===== config.mk =====
export PLATFORM = sky130hd
export DESIGN_NAME = lsm_seq
export DESIGN_NICKNAME = d
export VERILOG_FILES = /design/src/rtl/lsm_pkg.sv /design/src/rtl/lsm_pick.sv /design/src/rtl/lsm_step.sv /design/src/rtl/lsm_seq.sv
export SDC_FILE = /design/constraint.sdc
export NUM_CORES = 1
export LEC_CHECK = 0
export BUFFER_PORTS_ARGS = -buffer_cell sky130_fd_sc_hd__buf_4
export CORE_MARGIN = 2
export CORE_UTILIZATION = 40
export DETAILED_ROUTE_END_ITERATION = 7
export HOLD_SLACK_MARGIN = 0.05
export PLACE_DENSITY = 0.68
export REMOVE_ABC_BUFFERS = 1
export SYNTH_ARGS = -nofsm -noshare
export SYNTH_HDL_FRONTEND = slang
export SYNTH_SLANG_ARGS = --single-unit

===== constraint.sdc =====
create_clock -name clk -period 6.2 [get_ports clk]
set_input_delay 0.93 -clock clk [delete_from_list [all_inputs] [get_ports clk]]
set_output_delay 0.93 -clock clk [all_outputs]
set_load 0.03 [all_outputs]

===== src/rtl/lsm_pkg.sv =====
package lsm_pkg;
    localparam int unsigned LSM_AW    = 32;
    localparam int unsigned LSM_DW    = 32;
    localparam int unsigned LSM_NREG  = 16;
    localparam int unsigned LSM_IDX_W = $clog2(LSM_NREG);

    typedef enum logic [1:0] {
        ST_IDLE  = 2'd0,
        ST_XFER  = 2'd1,
        ST_LWAIT = 2'd2,
        ST_FIN   = 2'd3
    } lsm_state_e;

    typedef struct packed {
        lsm_state_e               state;
        logic [LSM_NREG-1:0]      mask;
        logic [LSM_AW-1:0]        addr;
        logic [LSM_AW-1:0]        pc;
        logic                     is_load;
        logic                     ascend;
        logic                     pre;
        logic                     wback;
        logic                     unsup;
        logic                     base_hit;
        logic [LSM_IDX_W-1:0]     ld_idx;
        logic [LSM_DW-1:0]        ld_data;
    } lsm_ctx_t;
endpackage


===== src/rtl/lsm_pick.sv =====
module lsm_pick #(
    parameter int unsigned N = 16,
    localparam int unsigned W = $clog2(N)
) (
    input  logic [N-1:0] mask_i,
    input  logic         ascend_i,
    output logic         valid_o,
    output logic [W-1:0] idx_o
);
    logic [W-1:0] lo_idx, hi_idx;

    always_comb begin
        lo_idx = '0;
        for (int i = N - 1; i >= 0; i--) begin
            if (mask_i[i]) lo_idx = W'(i);
        end
    end

    always_comb begin
        hi_idx = '0;
        for (int i = 0; i < N; i++) begin
            if (mask_i[i]) hi_idx = W'(i);
        end
    end

    assign valid_o = |mask_i;
    assign idx_o   = ascend_i ? lo_idx : hi_idx;

    always_comb begin
        if (valid_o) begin
            assert_pick_selects_set_R1: assert (mask_i[idx_o]);
        end
    end
endmodule


===== src/rtl/lsm_step.sv =====
module lsm_step #(
    parameter int unsigned AW    = 32,
    parameter int unsigned WORD  = 4
) (
    input  logic [AW-1:0] cur_i,
    input  logic          ascend_i,
    input  logic          pre_i,
    output logic [AW-1:0] acc_o,
    output logic [AW-1:0] nxt_o
);
    localparam logic [AW-1:0] STEP_UP = AW'(WORD);
    localparam logic [AW-1:0] STEP_DN = ~STEP_UP + AW'(1);

    assign nxt_o = cur_i + (ascend_i ? STEP_UP : STEP_DN);
    assign acc_o = pre_i ? nxt_o : cur_i;
endmodule


===== src/rtl/lsm_seq.sv =====
module lsm_seq
    import lsm_pkg::*;
#(
    parameter int unsigned PC_IDX = 15,
    parameter int unsigned PC_ADJ = 12,
    parameter int unsigned WORD   = 4
) (
    input  logic                 clk,
    input  logic                 rst_n,
    input  logic                 start_i,
    input  logic [LSM_NREG-1:0]  reg_list_i,
    input  logic [LSM_AW-1:0]    base_addr_i,
    input  logic [LSM_IDX_W-1:0] base_idx_i,
    input  logic                 is_load_i,
    input  logic                 ascend_i,
    input  logic                 pre_i,
    input  logic                 wback_i,
    input  logic                 user_bank_i,
    input  logic [LSM_AW-1:0]    instr_pc_i,
    output logic                 mem_req_o,
    output logic [LSM_AW-1:0]    mem_addr_o,
    output logic                 mem_we_o,
    output logic [LSM_DW-1:0]    mem_wdata_o,
    input  logic [LSM_DW-1:0]    mem_rdata_i,
    input  logic                 mem_ready_i,
    output logic [LSM_IDX_W-1:0] rf_ridx_o,
    input  logic [LSM_DW-1:0]    rf_rdata_i,
    output logic                 rf_we_o,
    output logic [LSM_IDX_W-1:0] rf_widx_o,
    output logic [LSM_DW-1:0]    rf_wdata_o,
    output logic                 flush_o,
    output logic                 done_o,
    output logic                 wb_en_o,
    output logic [LSM_AW-1:0]    wb_addr_o,
    output logic                 unsup_o
);
    localparam logic [LSM_IDX_W-1:0] PC_SEL = LSM_IDX_W'(PC_IDX);

    lsm_ctx_t ctx_d, ctx_q;

    logic                 pick_vld;
    logic [LSM_IDX_W-1:0] pick_idx;
    logic [LSM_AW-1:0]    acc_addr, nxt_addr;
    logic [LSM_NREG-1:0]  mask_left;

    lsm_pick #(.N(LSM_NREG)) u_pick (
        .mask_i   (ctx_q.mask),
        .ascend_i (ctx_q.ascend),
        .valid_o  (pick_vld),
        .idx_o    (pick_idx)
    );

    lsm_step #(.AW(LSM_AW), .WORD(WORD)) u_step (
        .cur_i    (ctx_q.addr),
        .ascend_i (ctx_q.ascend),
        .pre_i    (ctx_q.pre),
        .acc_o    (acc_addr),
        .nxt_o    (nxt_addr)
    );

    always_comb begin
        mask_left = ctx_q.mask;
        mask_left[pick_idx] = 1'b0;
    end

    always_comb begin
        ctx_d = ctx_q;
        unique case (ctx_q.state)
            ST_IDLE: begin
                if (start_i) begin
                    ctx_d.mask     = reg_list_i;
                    ctx_d.addr     = base_addr_i;
                    ctx_d.pc       = instr_pc_i;
                    ctx_d.is_load  = is_load_i;
                    ctx_d.ascend   = ascend_i;
                    ctx_d.pre      = pre_i;
                    ctx_d.wback    = wback_i;
                    ctx_d.unsup    = user_bank_i;
                    ctx_d.base_hit = reg_list_i[base_idx_i];
                    if (user_bank_i || (reg_list_i == '0)) begin
                        ctx_d.state = ST_FIN;
                    end else begin
                        ctx_d.state = ST_XFER;
                    end
                end
            end
            ST_XFER: begin
                if (mem_ready_i) begin
                    ctx_d.mask = mask_left;
                    ctx_d.addr = nxt_addr;
                    if (ctx_q.is_load) begin
                        ctx_d.ld_idx  = pick_idx;
                        ctx_d.ld_data = mem_rdata_i;
                        ctx_d.state   = ST_LWAIT;
                    end else if (mask_left == '0) begin
                        ctx_d.state = ST_FIN;
                    end
                end
            end
            ST_LWAIT: begin
                ctx_d.state = (ctx_q.mask == '0) ? ST_FIN : ST_XFER;
            end
            ST_FIN: begin
                ctx_d.state = ST_IDLE;
            end
            default: ctx_d.state = ST_IDLE;
        endcase
    end

    always_ff @(posedge clk or negedge rst_n) begin
        if (!rst_n) begin
            ctx_q <= '0;
        end else begin
            ctx_q <= ctx_d;
        end
    end

    assign mem_req_o   = (ctx_q.state == ST_XFER) && pick_vld;
    assign mem_addr_o  = acc_addr;
    assign mem_we_o    = mem_req_o && !ctx_q.is_load;
    assign rf_ridx_o   = pick_idx;
    assign mem_wdata_o = (pick_idx == PC_SEL) ? (ctx_q.pc + LSM_AW'(PC_ADJ)) : rf_rdata_i;

    assign rf_we_o    = (ctx_q.state == ST_LWAIT);
    assign rf_widx_o  = ctx_q.ld_idx;
    assign rf_wdata_o = ctx_q.ld_data;
    assign flush_o    = rf_we_o && (ctx_q.ld_idx == PC_SEL);

    assign done_o    = (ctx_q.state == ST_FIN);
    assign unsup_o   = done_o && ctx_q.unsup;
    assign wb_addr_o = ctx_q.addr;
    assign wb_en_o   = done_o && ctx_q.wback && !ctx_q.unsup
                       && !(ctx_q.is_load && ctx_q.base_hit);

    assert_req_hold_R5: assert property (@(posedge clk) disable iff (!rst_n)
        mem_req_o && !mem_ready_i |=> mem_req_o && $stable(mem_addr_o) && $stable(mem_we_o));

    assert_load_then_write_R6: assert property (@(posedge clk) disable iff (!rst_n)
        mem_req_o && mem_ready_i && !mem_we_o |=> rf_we_o && !mem_req_o);

    assert_flush_on_pc_R8: assert property (@(posedge clk) disable iff (!rst_n)
        flush_o |-> rf_we_o && (rf_widx_o == PC_SEL));

    assert_done_pulse_R9: assert property (@(posedge clk) disable iff (!rst_n)
        done_o |=> !done_o);

    assert_refused_R12: assert property (@(posedge clk) disable iff (!rst_n)
        unsup_o |-> done_o && !wb_en_o);

    assert_busy_no_start_R13: assert property (@(posedge clk) disable iff (!rst_n)
        mem_req_o && mem_ready_i && (mask_left != '0) && !ctx_q.is_load |=> mem_req_o);
endmodule


# Word level (Yosys, flattened, before mapping)
# Cells that the tools add are included.
# W data, S select, Z words.
[word_totals]
regBits = 124
input_bits = 157
word_cells = 97
[op_classes]
add_sub_neg = 2
n_lt_le_gt_ge = 3
eq_ne = 8
n_mux = 47
bitwise = 2
reduce_logical = 23
[op_table]
columns = ["operator", "count"]
rows = [
  ["$mux W4", 25],
  ["$mux W32", 3],
  ["$pmux W48 S2", 1],
  ["$mux W88", 1],
  ["$mux W50", 1],
  ["$logic_not A16 Y1", 3],
  ["$add A32 B32 Y32", 1],
  ["$add A32 B4 Y32 const B", 1],
  ["$and A16 B16 Y16", 1],
  ["$not A16 Y16", 1],
  ["$reduce_or A16 Y1", 1],
  ["$mux W2", 6],
  ["$mux W3", 4],
  ["$lt A4 B5 Y1 const B", 2],
  ["$logic_and A1 B1 Y1", 9],
  ["$reduce_and A3 Y1", 3],
  ["$eq A4 B4 Y1 const B", 2],
  ["$pmux W2 S4", 1],
  ["$bmux W1 S4", 1],
  ["$demux W1 S4", 1],
  ["$eq A2 B2 Y1 const B", 2],
  ["$ge A4 B1 Y1 const B", 1],
  ["$ne A2 B2 Y1 const B", 2],
  ["$logic_not A1 Y1", 3],
  ["other kinds (7)", 9],
]

# Depth between registers and ports, before layout
[depth]
depth_word = 28
ltp_mapped = 12
depth_no_buf = 11

# Cells and area by module
# Synthesis repeated with hierarchy kept, for this count alone.
[hier_totals]
hier_cells = 1165
area_unflattened_um2 = 9527.9
[by_module_without_submodules]
columns = ["module", "instances", "cells_per_inst", "area_each_um2", "seq_area_each_um2"]
rows = [
  ["lsm_seq", 1, 805, 7026.7, 3103.0],
  ["lsm_step", 1, 310, 2214.6, 0.0],
  ["lsm_pick", 1, 50, 286.5, 0.0],
]

# Worst setup path after synthesis
# OpenSTA, ideal clock, no wires.
[synth_path]
kind = "reg-to-output"
start = "register ctx_q[40] (netlist bit)"
end = "output port mem_addr_o[29]"
arrival_time_ns = 3.948
required_time_ns = 5.270
setup_slack_ns = 1.322
stages_incl_launch_ff = 13
cell_sequence = "dfrtp_1 clkbuf_1 clkinv_1 ha_1 a21o_1 a21oi_1 o21ai_0 a41oi_2 o211ai_1 a2111o_1 a311oi_2 nor3_1 a21o_1"
[synth_via]
elab_chain_cells = 3
[synth_lines]
columns = ["item", "line", "source"]
rows = [
  ["from (decl)", "lsm_seq.sv:39", "lsm_ctx_t ctx_d, ctx_q;"],
  ["from (signal assigned)", "lsm_seq.sv:114", "ctx_q <= ctx_d;"],
  ["$mux W32", "lsm_step.sv:14", "assign nxt_o = cur_i + (ascend_i ? STEP_UP : STEP_DN);"],
  ["$add A32 B32 Y32", "lsm_step.sv:14", ""],
  ["$mux W32", "lsm_step.sv:15", "assign acc_o = pre_i ? nxt_o : cur_i;"],
  ["to (decl)", "lsm_seq.sv:21", "output logic [LSM_AW-1:0] mem_addr_o,"],
]
# Every way passes these cells.

# Worst setup path after layout
# Ends and elaborated chain as after synthesis.

==> flow_summary.toml <==
[sta]
fin_skew_ps = 14.28
final.min_clock_period_ps = 5473
max_freq_mhz = 182.7
grt_setup_unrepaired = "no"
setup_viol = 0
min_period_over_period_pct = 88.27
tns_ps = 0
hold_viol = 0
drv_slew = 0
relSlewSlack_pct = 25.37
worst_pin_slew_ps = 1117

[clocking]
post_cts_buffers = 0
cts_resized = 0
ctsHoldBuffers = 0
clock_latency_ps = 430
cts_tree = "yes"
cts.sink_count = 124
cts.clk_slew.worst_paths_ps = 60
cts_buffers = 17
cts.path.max_buffers = 2
htreeDepth = 4
cts-root-buf = "clkbuf_16"

[final_layout]
drive_gt1_share_pct = 31.04
diodes = 0
nNetsFinal = 1511
syn_to_final_growth_pct = 27.22
utilization_pct = 51.82
stdcell_area_um2 = 11730

[routing]
drc_errors = 0
ant_nets = 0
drt_pass1_iterations = 5
initialDrtViolationCount = 665
vias = 8898
vias_per_cell = 5.486
routedWlPerCell_um = 17.87
postRouteWirelength_mm = 28.99

[setup_path]
crit_slowest_cell = "clkinv_1"
crit_path_end_kind = "output port"
max_stage_delay_ps = 570
crit_chain = "buf_4 -> clkinv_1 -> ha_1 -> a21o_1 -> a21oi_1 -> o21ai_0 -> a41oi_2 -> o211ai_1 -> a2111o_1 -> a311oi_2 -> nor3_1 -> a21o_1 -> buf_4"
crit_type = "flop to output port"
critPathBufInv = 3
worstPathArrival_ps = 4540
worstPathRequired_ps = 5270
critPathLaunchType = "flop"
worst-path-max-fanout = 23
crit_family = "compound AO/OA/AOI/OAI gates"

[status]
status = "completed"

[die]
ios = 300
start_util_pct = 40.73
rows = 55
die_h_um = 155.8
coreArea_um2 = 22640
die_area_um2 = 24280
die_w_um = 155.8

[yosys]
synth.cell_area_um2 = 9221
syn_avg_cell_area_um2 = 8.160
ys_seq_area_share_pct = 33.65
yosysWarnings = 0
ys_seq_elements = 124
synth_ff_type = "dfrtp_1"
synth-edff-count = 0
ys_types = 76
synthArstFlopShare_pct = 100.0
synthCells = 1130

[flow_run]
cap_viol_max_count = 0

[global_routing]
grtUsageTotal_pct = 23.68
grt_start_max_net_pins = 72
grt_pass1_wl_mm = 45.93
grt_pass1_vias = 8643
grt_antenna_before_repair = 0
overflow = 0

[place]
hpwl_mm = 21.44
io_buffers = 299
gp_congestion = 0.8949
placed_area_um2 = 11100

[worst_hold_path]
hp-class = "flop to flop"
## metal layers
metal / vias to the layer above / track usage, % / wire, µm
met5: - / 0 / 0
met4: 0 / 7.733 / 771
met3: 58 / 5.250 / 1960
met2: 329 / 39.09 / 13900
met1: 4198 / 30.91 / 12350
li1: 4313 / - / -
## sequential cells by signal (all words and copies together) (netlist names)
signal,count
wb_addr_o,32
ctx_q,56
rf_widx_o,4
rf_wdata_o,32
## final timing paths
check / startpoint / endpoint / slack (ps) / cells past startpoint
max in group asynchronous: rst_n / ctx_q[38]$_DFFE_PN0P_ / 4270 / 2
worst max-delay path: ctx_q[40]$_DFFE_PN0P_ / mem_addr_o[29] / 730 / 13
worst min register to register: ctx_q[38]$_DFFE_PN0P_ / ctx_q[38]$_DFFE_PN0P_ / 470 / 2
worst min-delay path: ctx_q[38]$_DFFE_PN0P_ / ctx_q[38]$_DFFE_PN0P_ / 470 / 2
worst max register to register: ctx_q[40]$_DFFE_PN0P_ / wb_addr_o[29]$_DFFE_PN0P_ / 2080 / 12
min in group asynchronous: rst_n / ctx_q[42]$_DFFE_PN0P_ / 650 / 1
## cells in the mapped netlist, types with 5 or more instances
cell / instances / area [µm²]
nor2_1: 96 / 360.4
clkbuf_1: 43 / 161.4
o21ai_0: 78 / 390.4
nor2b_1: 8 / 50.05
a21o_1: 18 / 135.1
and3_1: 12 / 75.07
o31ai_1: 24 / 180.2
nand3_1: 23 / 115.1
nand2_1: 189 / 709.4
o21bai_1: 5 / 37.54
o21a_1: 6 / 45.04
buf_2: 7 / 35.03
a31oi_1: 8 / 50.05
nand2b_1: 9 / 56.30
nor3_1: 15 / 75.07
mux4_2: 5 / 112.6
nand4_1: 6 / 37.54
buf_4: 72 / 540.5
buf_1: 6 / 22.52
nor4_1: 13 / 81.33
a21oi_1: 119 / 595.6
dfrtp_1: 124 / 3103
mux2_2: 54 / 608.1
ha_1: 29 / 362.9
xnor2_1: 21 / 183.9
xor2_1: 32 / 280.3
inv_1: 22 / 82.58
## cell families (layout without fill, tap and decap cells)
logic type / after synthesis / after routing / share of synthesized area [%]
adders and majority gates: 30 / 30 / 4.152
AOI/OAI and AO/OA: 305 / 305 / 20.01
DFF: 124 / 124 / 33.65
and+or+nand+nor: 404 / 404 / 19.69
muxes: 60 / 60 / 7.924
buffers and inverters: 154 / 361 / 9.539
xor gates and xnor gates: 53 / 53 / 5.034
## per-stage QoR
| stage | std cells | worst slack (ps) | hold WS, ps |
|---|---|---|---|
| 3_3_place_gp | 1590 | 1235 | 458.7 |
| 5_1_grt | 1622 | 366.8 | 518.5 |
| 6_report | 1622 | 727.3 | 475.0 |
| 2_1_floorplan | 999 | 1275 | 445.5 |
| 3_5_place_dp | 1590 | 1167 | 461.6 |
| 4_1_cts | 1622 | 715.5 | 478.6 |
## worst reg2reg max path, stage by stage, from the launching register on
cell	delay, ps
dfrtp_1	320
buf_4	240
clkinv_1	580
ha_1	530
a21o_1	180
a21oi_1	250
o21ai_0	220
a41oi_2	390
o211ai_1	210
a2111o_1	460
a311oi_2	290
o21ai_1	120
a22o_1	230
## area by class of cell
class	count	area (µm²)
fillers	2133	10910
clock buffers	17	425.4
multi-input cells	852	5260
repair buffers	306	2297
clock inverters	15	201.4
inverters	23	86.33
flip-flops and latches	124	3104
well taps	285	356.6
## layout by cell type (no fill, tap or decap), types with 4 or more instances in the layout
master,netlist,layout
xor2_1,32,32
a31oi_1,8,8
nor2_1,96,95
a21oi_1,119,119
a21o_1,18,18
o211ai_1,4,4
o21a_1,6,6
inv_1,22,22
nand2b_1,9,8
dfrtp_1,124,123
and3_1,12,12
ha_1,29,29
inv_6,0,5
o21ai_0,78,78
nor3_1,15,15
mux4_2,5,5
clkbuf_16,0,17
or3_1,4,4
and2_1,4,4
o21bai_1,5,5
mux2_2,54,54
nand3_1,23,22
nand4_1,6,6
or4_1,4,4
xnor2_1,21,21
o31ai_1,24,24
nor2b_1,8,8
buf_4,72,306
nor4_1,13,13
nand2_1,189,189
Power is left out: the tool's default activity adds up to more than one toggle a clock period on the data nets, which glitch-free logic cannot reach.
